[src/rtl/flash_cmd_pkg.sv]
package flash_cmd_pkg;

  typedef enum logic [1:0] {
    RD_ARRAY  = 2'd0,
    RD_IDENT  = 2'd1,
    RD_STATUS = 2'd2
  } rdMode_t;

  typedef enum logic [1:0] {
    CS_IDLE      = 2'd0,
    CS_ERASE_ARM = 2'd1,
    CS_PROG_ARM  = 2'd2,
    CS_BUSY      = 2'd3
  } cmdState_t;

  // Strobes from control to datapath, one cycle each.
  typedef struct packed {
    logic loadSetup;   // remember block of a setup write
    logic loadOp;      // capture request address/data
    logic markBusy;    // clear ready
    logic markReady;   // set ready
    logic flagErase;   // set erase error bit
    logic flagProg;    // set program error bit
    logic flagVolt;    // set low-voltage bit
    logic clearErr;    // clear error bits
    logic restore;     // power-down restore of status
  } dpStrobe_t;

  localparam logic [7:0] CMD_READ_ARRAY    = 8'hFF;
  localparam logic [7:0] CMD_IDENT         = 8'h90;
  localparam logic [7:0] CMD_STATUS        = 8'h70;
  localparam logic [7:0] CMD_CLEAR_STATUS  = 8'h50;
  localparam logic [7:0] CMD_ERASE_SETUP   = 8'h20;
  localparam logic [7:0] CMD_ERASE_CONFIRM = 8'hD0;
  localparam logic [7:0] CMD_PROG_SETUP    = 8'h40;

  localparam logic [7:0] STATUS_RESET  = 8'h80;
  localparam int         BIT_READY     = 7;
  localparam int         BIT_ERASE_ERR = 5;
  localparam int         BIT_PROG_ERR  = 4;
  localparam int         BIT_VOLT_ERR  = 3;

  localparam logic [7:0] ID_MAKER      = 8'h89;
  localparam logic [7:0] ID_DEV_TOP    = 8'h94;
  localparam logic [7:0] ID_DEV_BOTTOM = 8'h95;

endpackage

[src/rtl/flash_hold_timer.sv]
module flash_hold_timer #(
  parameter int CYC = 4
) (
  input  logic clk,
  input  logic rst_n,
  input  logic hold,
  output logic expired
);

  generate
    if (CYC == 0) begin : g_none
      assign expired = 1'b1;
    end else begin : g_count
      localparam int CW = $clog2(CYC + 1);
      logic [CW-1:0] cnt;

      always_ff @(posedge clk) begin
        if (!rst_n) begin
          cnt <= '0;
        end else if (hold) begin
          cnt <= CW'(CYC);
        end else if (cnt != '0) begin
          cnt <= cnt - 1'b1;
        end
      end

      assign expired = (cnt == '0);
    end
  endgenerate

endmodule

[src/rtl/flash_cmd_fsm.sv]
module flash_cmd_fsm
  import flash_cmd_pkg::*;
#(
  parameter int RECOVER_CYC = 4,
  parameter int WAKE_CYC    = 6
) (
  input  logic       clk,
  input  logic       rst_n,
  input  logic       weN,
  input  logic       ceN,
  input  logic       rpN,
  input  logic       vppHigh,
  input  logic       engDone,
  input  logic [7:0] wrData,
  input  logic       blockMatch,
  output dpStrobe_t  strobe,
  output rdMode_t    rdMode,
  output logic       busy,
  output logic       wakeDone,
  output logic       opStart,
  output logic       opErase,
  output logic       opAbort
);

  cmdState_t state, stateNext;
  rdMode_t   modeNext;
  logic      weNq;
  logic      writeReady;
  logic      weRise;
  logic      startNext, eraseNext, abortNext;

  flash_hold_timer #(.CYC(RECOVER_CYC)) uRecover (
    .clk    (clk),
    .rst_n  (rst_n),
    .hold   (~rpN),
    .expired(writeReady)
  );

  flash_hold_timer #(.CYC(WAKE_CYC)) uWake (
    .clk    (clk),
    .rst_n  (rst_n),
    .hold   (~rpN),
    .expired(wakeDone)
  );

  always_ff @(posedge clk) begin
    if (!rst_n) weNq <= 1'b1;
    else        weNq <= weN;
  end

  assign weRise = weN & ~weNq & ~ceN & rpN & writeReady;
  assign busy   = (state == CS_BUSY);

  always_comb begin
    stateNext = state;
    modeNext  = rdMode;
    strobe    = '0;
    startNext = 1'b0;
    eraseNext = opErase;
    abortNext = 1'b0;
    if (!rpN) begin
      stateNext      = CS_IDLE;
      modeNext       = RD_ARRAY;
      strobe.restore = 1'b1;
      abortNext      = (state == CS_BUSY);
    end else begin
      if (state == CS_BUSY && engDone) begin
        stateNext        = CS_IDLE;
        strobe.markReady = 1'b1;
      end
      if (weRise) begin
        case (state)
          CS_IDLE: begin
            case (wrData)
              CMD_READ_ARRAY:   modeNext = RD_ARRAY;
              CMD_IDENT:        modeNext = RD_IDENT;
              CMD_STATUS:       modeNext = RD_STATUS;
              CMD_CLEAR_STATUS: strobe.clearErr = 1'b1;
              CMD_ERASE_SETUP: begin
                stateNext        = CS_ERASE_ARM;
                modeNext         = RD_STATUS;
                strobe.loadSetup = 1'b1;
              end
              CMD_PROG_SETUP: begin
                stateNext        = CS_PROG_ARM;
                modeNext         = RD_STATUS;
                strobe.loadSetup = 1'b1;
              end
              default: ;
            endcase
          end
          CS_ERASE_ARM: begin
            stateNext = CS_IDLE;
            modeNext  = RD_STATUS;
            if (wrData != CMD_ERASE_CONFIRM || !blockMatch) begin
              strobe.flagErase = 1'b1;
            end else if (!vppHigh) begin
              strobe.flagErase = 1'b1;
              strobe.flagVolt  = 1'b1;
            end else begin
              stateNext       = CS_BUSY;
              strobe.loadOp   = 1'b1;
              strobe.markBusy = 1'b1;
              startNext       = 1'b1;
              eraseNext       = 1'b1;
            end
          end
          CS_PROG_ARM: begin
            stateNext = CS_IDLE;
            modeNext  = RD_STATUS;
            if (!vppHigh) begin
              strobe.flagProg = 1'b1;
              strobe.flagVolt = 1'b1;
            end else begin
              stateNext       = CS_BUSY;
              strobe.loadOp   = 1'b1;
              strobe.markBusy = 1'b1;
              startNext       = 1'b1;
              eraseNext       = 1'b0;
            end
          end
          default: ;
        endcase
      end
    end
  end

  always_ff @(posedge clk) begin
    if (!rst_n) begin
      state   <= CS_IDLE;
      rdMode  <= RD_ARRAY;
      opStart <= 1'b0;
      opErase <= 1'b0;
      opAbort <= 1'b0;
    end else begin
      state   <= stateNext;
      rdMode  <= modeNext;
      opStart <= startNext;
      opErase <= eraseNext;
      opAbort <= abortNext;
    end
  end

  AST_START_ABORT_EXCLUSIVE: assert property (@(posedge clk) disable iff (!rst_n)
    $onehot0({opStart, opAbort}));
  AST_ABORT_LEAVES_IDLE: assert property (@(posedge clk) disable iff (!rst_n)
    opAbort |-> !busy && rdMode == RD_ARRAY);
  AST_START_MEANS_BUSY: assert property (@(posedge clk) disable iff (!rst_n)
    opStart |-> busy && rdMode == RD_STATUS);

endmodule

[src/rtl/flash_cmd_dp.sv]
module flash_cmd_dp
  import flash_cmd_pkg::*;
#(
  parameter int ADDR_W      = 17,
  parameter int BLOCK_W     = 3,
  parameter bit BOTTOM_BOOT = 1'b0
) (
  input  logic              clk,
  input  logic              rst_n,
  input  dpStrobe_t         strobe,
  input  rdMode_t           rdMode,
  input  logic [ADDR_W-1:0] addr,
  input  logic [7:0]        wrData,
  input  logic [7:0]        arrayData,
  input  logic              rpN,
  input  logic              ceN,
  input  logic              oeN,
  input  logic              wakeDone,
  input  logic              busy,
  input  logic              opStart,
  input  logic              engDone,
  input  logic              vppHigh,
  output logic              blockMatch,
  output logic [ADDR_W-1:0] opAddr,
  output logic [7:0]        opData,
  output logic [7:0]        dataOut,
  output logic              dataOe
);

  localparam logic [7:0] DEV_CODE = BOTTOM_BOOT ? ID_DEV_BOTTOM : ID_DEV_TOP;

  logic [BLOCK_W-1:0] setupBlock;
  logic [7:0]         statusReg, statusNext;
  logic [7:0]         identByte;

  assign blockMatch = (addr[ADDR_W-1 -: BLOCK_W] == setupBlock);

  always_ff @(posedge clk) begin
    if (!rst_n) begin
      setupBlock <= '0;
      opAddr     <= '0;
      opData     <= '0;
    end else begin
      if (strobe.loadSetup) setupBlock <= addr[ADDR_W-1 -: BLOCK_W];
      if (strobe.loadOp) begin
        opAddr <= addr;
        opData <= wrData;
      end
    end
  end

  always_comb begin
    statusNext = statusReg;
    if (strobe.restore) begin
      statusNext = STATUS_RESET;
    end else begin
      if (strobe.markBusy)  statusNext[BIT_READY] = 1'b0;
      if (strobe.markReady) statusNext[BIT_READY] = 1'b1;
      if (strobe.clearErr) begin
        statusNext[BIT_ERASE_ERR] = 1'b0;
        statusNext[BIT_PROG_ERR]  = 1'b0;
        statusNext[BIT_VOLT_ERR]  = 1'b0;
      end
      if (strobe.flagErase) statusNext[BIT_ERASE_ERR] = 1'b1;
      if (strobe.flagProg)  statusNext[BIT_PROG_ERR]  = 1'b1;
      if (strobe.flagVolt)  statusNext[BIT_VOLT_ERR]  = 1'b1;
    end
  end

  always_ff @(posedge clk) begin
    if (!rst_n) statusReg <= STATUS_RESET;
    else        statusReg <= statusNext;
  end

  always_comb begin
    if (addr == ADDR_W'(0))      identByte = ID_MAKER;
    else if (addr == ADDR_W'(1)) identByte = DEV_CODE;
    else                         identByte = 8'h00;
  end

  always_comb begin
    case (rdMode)
      RD_IDENT:  dataOut = identByte;
      RD_STATUS: dataOut = statusReg;
      default:   dataOut = arrayData;
    endcase
  end

  assign dataOe = rpN & wakeDone & ~ceN & ~oeN;

  AST_START_CLEARS_READY: assert property (@(posedge clk) disable iff (!rst_n)
    opStart |-> !statusReg[BIT_READY]);
  AST_START_NEEDS_VOLT: assert property (@(posedge clk) disable iff (!rst_n)
    opStart |-> $past(vppHigh));
  AST_POWERDOWN_RESTORE: assert property (@(posedge clk) disable iff (!rst_n)
    !rpN |=> statusReg == STATUS_RESET && rdMode == RD_ARRAY);
  AST_DONE_SETS_READY: assert property (@(posedge clk) disable iff (!rst_n)
    busy && engDone && rpN |=> statusReg[BIT_READY]);
  AST_UNUSED_BITS_ZERO: assert property (@(posedge clk) disable iff (!rst_n)
    statusReg[6] == 1'b0 && statusReg[2:0] == 3'b000);

endmodule

[src/rtl/flash_cmd_iface.sv]
module flash_cmd_iface
  import flash_cmd_pkg::*;
#(
  parameter int ADDR_W      = 17,
  parameter int BLOCK_W     = 3,
  parameter bit BOTTOM_BOOT = 1'b0,
  parameter int RECOVER_CYC = 4,
  parameter int WAKE_CYC    = 6
) (
  input  logic              clk,
  input  logic              rst_n,
  input  logic              weN,
  input  logic              ceN,
  input  logic              oeN,
  input  logic              rpN,
  input  logic [ADDR_W-1:0] addr,
  input  logic [7:0]        dataIn,
  input  logic              vppHigh,
  input  logic [7:0]        arrayData,
  input  logic              engDone,
  output logic [7:0]        dataOut,
  output logic              dataOe,
  output logic              opStart,
  output logic              opErase,
  output logic [ADDR_W-1:0] opAddr,
  output logic [7:0]        opData,
  output logic              opAbort
);

  dpStrobe_t strobe;
  rdMode_t   rdMode;
  logic      busy;
  logic      wakeDone;
  logic      blockMatch;

  flash_cmd_fsm #(
    .RECOVER_CYC(RECOVER_CYC),
    .WAKE_CYC   (WAKE_CYC)
  ) uFsm (
    .clk       (clk),
    .rst_n     (rst_n),
    .weN       (weN),
    .ceN       (ceN),
    .rpN       (rpN),
    .vppHigh   (vppHigh),
    .engDone   (engDone),
    .wrData    (dataIn),
    .blockMatch(blockMatch),
    .strobe    (strobe),
    .rdMode    (rdMode),
    .busy      (busy),
    .wakeDone  (wakeDone),
    .opStart   (opStart),
    .opErase   (opErase),
    .opAbort   (opAbort)
  );

  flash_cmd_dp #(
    .ADDR_W     (ADDR_W),
    .BLOCK_W    (BLOCK_W),
    .BOTTOM_BOOT(BOTTOM_BOOT)
  ) uDp (
    .clk       (clk),
    .rst_n     (rst_n),
    .strobe    (strobe),
    .rdMode    (rdMode),
    .addr      (addr),
    .wrData    (dataIn),
    .arrayData (arrayData),
    .rpN       (rpN),
    .ceN       (ceN),
    .oeN       (oeN),
    .wakeDone  (wakeDone),
    .busy      (busy),
    .opStart   (opStart),
    .engDone   (engDone),
    .vppHigh   (vppHigh),
    .blockMatch(blockMatch),
    .opAddr    (opAddr),
    .opData    (opData),
    .dataOut   (dataOut),
    .dataOe    (dataOe)
  );

endmodule

[config.mk]
export PLATFORM = sky130hd
export DESIGN_NAME = flash_cmd_iface
export DESIGN_NICKNAME = d
export VERILOG_FILES = /design/src/rtl/flash_cmd_pkg.sv /design/src/rtl/flash_hold_timer.sv /design/src/rtl/flash_cmd_fsm.sv /design/src/rtl/flash_cmd_dp.sv /design/src/rtl/flash_cmd_iface.sv
export SDC_FILE = /design/constraint.sdc
export NUM_CORES = 1
export LEC_CHECK = 0
export BUFFER_PORTS_ARGS = -buffer_cell sky130_fd_sc_hd__clkbuf_2
export CAP_MARGIN = 20
export CORE_MARGIN = 3
export CORE_UTILIZATION = 30
export DETAILED_ROUTE_END_ITERATION = 7
export SLEW_MARGIN = 15
export SYNTH_ARGS = -nofsm -noshare
export SYNTH_HDL_FRONTEND = slang
export SYNTH_SLANG_ARGS = --single-unit
export TNS_END_PERCENT = 5
[constraint.sdc]
create_clock -name clk -period 2.5 [get_ports clk]
set_clock_uncertainty 0.05 [all_clocks]
set_input_delay 0.5 -clock clk [delete_from_list [all_inputs] [get_ports clk]]
set_output_delay 0.5 -clock clk [all_outputs]
set_load 0.02 [all_outputs]
# Word level (Yosys, flattened, before mapping)
# Index checks and enable logic that the tools add are counted.
# word_totals
ff_bits,46
input_bits,41
output_inout_bits,37
elab_cells,116
# op_classes
add_sub_neg,2
n_eq_ne,20
mux,42
bitwise,12
n_reduce_logical,23
# op_table
operator,count
$eq 8x7->1 const B,3
$mux 8,3
$mux 1,18
$mux 3,6
$eq 17x1->1 const B,1
$logic_not 17->1,1
$eq 8x8->1 const B,2
$pmux 8 s2,1
$pmux 2 s2,3
$pmux 2 s3,2
$mux 2,5
$reduce_bool 2->1,5
$eq 8x6->1 const B,1
$ne 8x8->1 const B,1
$and 1x1->1,7
$eq 2x2->1 const B,3
$logic_not 3->1,2
$ne 2x2->1 const B,3
$pmux 1 s2,3
$reduce_and 3->1,2
$reduce_and 6->1,1
$reduce_bool 3->1,2
$reduce_or 2->1,3
$reduce_or 3->1,2
12 further kinds,19

# Depth between registers and ports, before layout
# depth
depth_word,9
mapped_depth,10
mapped_depth_nobuf,7

# Modules after synthesis
# From an unflattened synthesis, not the netlist that was laid out.
# hier_totals
cells_unflattened,259
hier_area_um2,2426.1
# by_module_without_submodules
module,n_inst,cells_per_inst,area_each_um2
flash_cmd_dp,1,142,1440.1
flash_cmd_fsm,1,85,659.4
flash_hold_timer at uFsm.uRecover,1,17,166.4
flash_hold_timer at uFsm.uWake,1,15,160.2

# Least setup slack after synthesis
# Ideal clock, no wire load.
# synth_path
path_type,input to output
startpoint,input addr[14]
endpoint,output dataOut[0]
arrival_ns,1.865
t_required_ns,1.950
slack_ns,0.085
path_stages,4
n_path_buf,0
cell_sequence,nor4_1 > nand2_1 > or4_1 > o21ai_0
# synth_via
elab_chain_len,3
# synth_lines
item,line,rtl
from (decl),flash_cmd_iface.sv:16,"input logic [ADDR_W-1:0] addr,"
$logic_not 17->1,flash_cmd_dp.sv:76,if (addr == ADDR_W'(0)) identByte = ID_MAKER;
$mux 8,flash_cmd_dp.sv:76,
$pmux 8 s2,flash_cmd_dp.sv:82,case (rdMode)
to (decl),flash_cmd_iface.sv:21,"output logic [7:0] dataOut,"
# No other way between the ends.

# Worst setup path in the final report
# layout_path
startpoint,input addr[14]
endpoint,output dataOut[3]
# Same word-level chain as after synthesis.

==> results by group <==
Logic synthesis
  – Post-synth top area share: 35.9%
  – Register area share after synthesis: 35.9%
  – Yosys warning count: 0
  – Synth area leaders: dfxtp_1, mux2i_1, nand2_1
  – Number of flops mapped to enable cells by yosys: 0
  – Synth Register Bits: 46
  – Post-synth top flop: dfxtp_1
  – Cell taking the most area after synthesis: dfxtp_1
  – Mapped Nets: 357
  – Yosys cell types: 46
  – Synthesized area: 2560 µm²
  – Average instance area after synthesis: 8.44 µm²
  – Most numerous cell in the Yosys netlist: nand2_1
  – Mapped Cells: 304
  – Most frequent cells after synthesis: nand2_1, dfxtp_1, mux2i_1
  – Asr flop ratio synth: 0%

Floorplan
  – Row count: 33
  – Total die area: 9700 µm²
  – DIE WIDTH: 98.5 µm
  – Core area: 8260 µm²
  – # IOs: 78
  – Die height: 98.5 µm
  – Initial Utilization: 31.1%

Final layout
  – Share of cells above drive strength 1: 30.7%
  – Non-Filler Instances: 492
  – Final instance area: 3310 µm²
  – Fin nets: 440
  – Area delta synth->final: 29.1%
  – # fillers: 852
  – Antenna cells: 0
  – Post-layout util: 40.1%

Outcome
  – Status: finished clean

Power
  – VDD IR max: 0.232 mV
  – Design Power: 1520 µW
  – Leakage: 0.00139 µW
  – PwrDens: 458 nW/µm²

STA
  – Endpoints failing setup: 0
  – RSZ-0062 raised after global routing: true
  – Period utilisation layout: 99.0%
  – Slew Limit Fails: 0
  – Final min period: 2.47 ns
  – TNS Setup: 0 ns
  – Rel. slew slack: 59.8%
  – Final Hold Viols: 0
  – Worst Max-Slew Pin Slew: 0.598 ns
  – Fmax: 404 MHz

CTS
  – Worst skew pair latency: 0.30 ns
  – Clock root buffer: clkbuf_8
  – Maximum clock path buffer count: 2
  – Clock sinks: 46
  – Clock-pin slew on the worst setup and hold paths: 0.09 ns
  – CTS tree: done
  – H-tree Lvls: 2
  – Inserted Clock Buffers: 5

Routing
  – Routed Antenna Nets: 0
  – DRC: 0
  – Routed wire length: 6370 µm
  – Routed len/inst: 13.0 µm
  – Vias per Instance: 4.99
  – Starting DRT DRC Count: 96
  – Vias: 2453
  – TritonRoute pass-1 iters: 4

Critical path
  – CP startpoint kind: primary input
  – CP endpoint kind: output pin
  – Critical Path RT: 1.95 ns
  – Worst EP arrival: 1.92 ns
  – Worst-path maximum fanout: 3
  – CP Class: primary input to output pin

Placed design
  – Detailed Place HPWL: 4950 µm
  – GPL Wtd Cong: 0.811
  – Placed cell count: 482
  – PortBufs: 77
  – Placed Area: 3100 µm²

Global route
  – Vias in the first global route: 2322
  – All-layer global routing usage: 13.2%
  – Gr ovfl total: 0
  – First-pass GRT wire length: 10600 µm
  – Initial antenna violation count: 0
  – Pin count of the biggest net entering global routing: 29

Worst hold path
  – Worst Hold Class: primary input to flip-flop

Flow run
  – Max_cap viols: 0
## critical path: stages
cell and delay (ns):
clkbuf_2 0.09, nor4_2 0.25, nand2_1 0.21, or4_4 0.58
a21oi_2 0.14, buf_4 0.15
## per-layer routing
metal / vias up / global-route usage [%] / wire, µm
met5: - / 0 / 0
met4: 0 / 4.83 / 86
met3: 9 / 3.11 / 443
met2: 74 / 21.2 / 2890
met1: 1134 / 17.2 / 2950
li1: 1236 / - / -
## what timing repair did
item	CTS	global route
pin swaps	0	2
buffers inserted	1	2
endpoints found under the setup margin	4	17
gates resized for setup	11	11
hold buffers	0	0
cloned	0	0
## final cells by class
type / count / area (µm²) / share of cell area [%]
Clock buffer: 6 / 82.6 / 2.49
Clock inverter: 1 / 30.0 / 0.907
Inverter: 18 / 67.6 / 2.04
Multi-Input combinational cell: 222 / 1530 / 46.1
Sequential cell: 46 / 923 / 27.9
Tap cell: 105 / 131 / 3.97
Timing Repair Buffer: 94 / 549 / 16.6
## flip-flops by register name (all words and copies together), names as in the netlist
| signal | flops |
|---|---|
| uDp.setupBlock | 3 |
| uFsm.opAbort | 1 |
| uFsm.uWake.g_count.cnt | 3 |
| uFsm.state | 2 |
| uDp.statusReg | 4 |
| uFsm.weNq | 1 |
| uFsm.rdMode | 2 |
| uFsm.opErase | 1 |
| uDp.opData | 8 |
| uFsm.opStart | 1 |
| uFsm.uRecover.g_count.cnt | 3 |
| uDp.opAddr | 17 |
## worst paths after layout
path,startpoint,endpoint,slack [ns],cells after the start
worst max register to register,uFsm.uRecover.g_count.cnt[0]$_SDFFE_PN0P_,uDp.opData[6]$_SDFFE_PN0P_,0.36,9
worst max-delay path,addr[14],dataOut[3],0.03,6
worst min register to register,uDp.opAddr[5]$_SDFFE_PN0P_,uDp.opAddr[5]$_SDFFE_PN0P_,0.41,2
worst min-delay path,weN,uFsm.weNq$_SDFF_PN1_,0.37,2
## cell families after synthesis
family          Yosys count  share of synthesized area, %
mux                      29                          11.4
xor+xnor                  6                          2.05
simple gates            125                          24.3
fa+ha+maj                12                          5.85
compound gates           50                          13.4
flops                    46                          35.9
buf+inv                  36                          7.12
## report_power, final
group	internal, µW	total [µW]	switching (µW)
clock network	320	575	255
registers	742	748	6.51
logic	79.5	193	113
## placed cells by master (no fill, tap or decap), types with 2 or more instances in the layout
master | synthesis | final
clkbuf_2 | 0 | 73
nand2_1 | 65 | 65
dfxtp_1 | 46 | 44
mux2i_1 | 27 | 27
inv_1 | 18 | 18
buf_4 | 0 | 17
nor2_1 | 11 | 11
a21oi_1 | 12 | 11
ha_1 | 12 | 11
nand3_1 | 8 | 8
o21ai_0 | 8 | 7
nor3_1 | 6 | 6
a31oi_1 | 6 | 6
clkbuf_8 | 0 | 6
nor4_1 | 7 | 5
xor2_1 | 5 | 5
a311oi_1 | 5 | 5
or3_1 | 4 | 4
nand4b_1 | 4 | 4
or4_1 | 5 | 4
o2111ai_1 | 3 | 3
or4_4 | 1 | 2
nor2b_1 | 2 | 2
nor4_4 | 1 | 2
a2bb2oi_1 | 2 | 2
mux2_2 | 2 | 2
and2_1 | 2 | 2
a21boi_0 | 2 | 2
o41ai_1 | 2 | 2
o31ai_1 | 3 | 2
buf_12 | 2 | 2
dfxtp_2 | 0 | 2
## per-stage QoR
| step | worst slack [ns] | hold slack [ns] |
|---|---|---|
| 2_1_floorplan | 0.0847 | 0.400 |
| 3_3_place_gp | -0.0279 | 0.394 |
| 3_5_place_dp | -0.00734 | 0.400 |
| 4_1_cts | 0.00759 | 0.363 |
| 5_1_grt | -0.0520 | 0.367 |
| 6_report | 0.0254 | 0.366 |
Power figures use the tool's default switching activity.
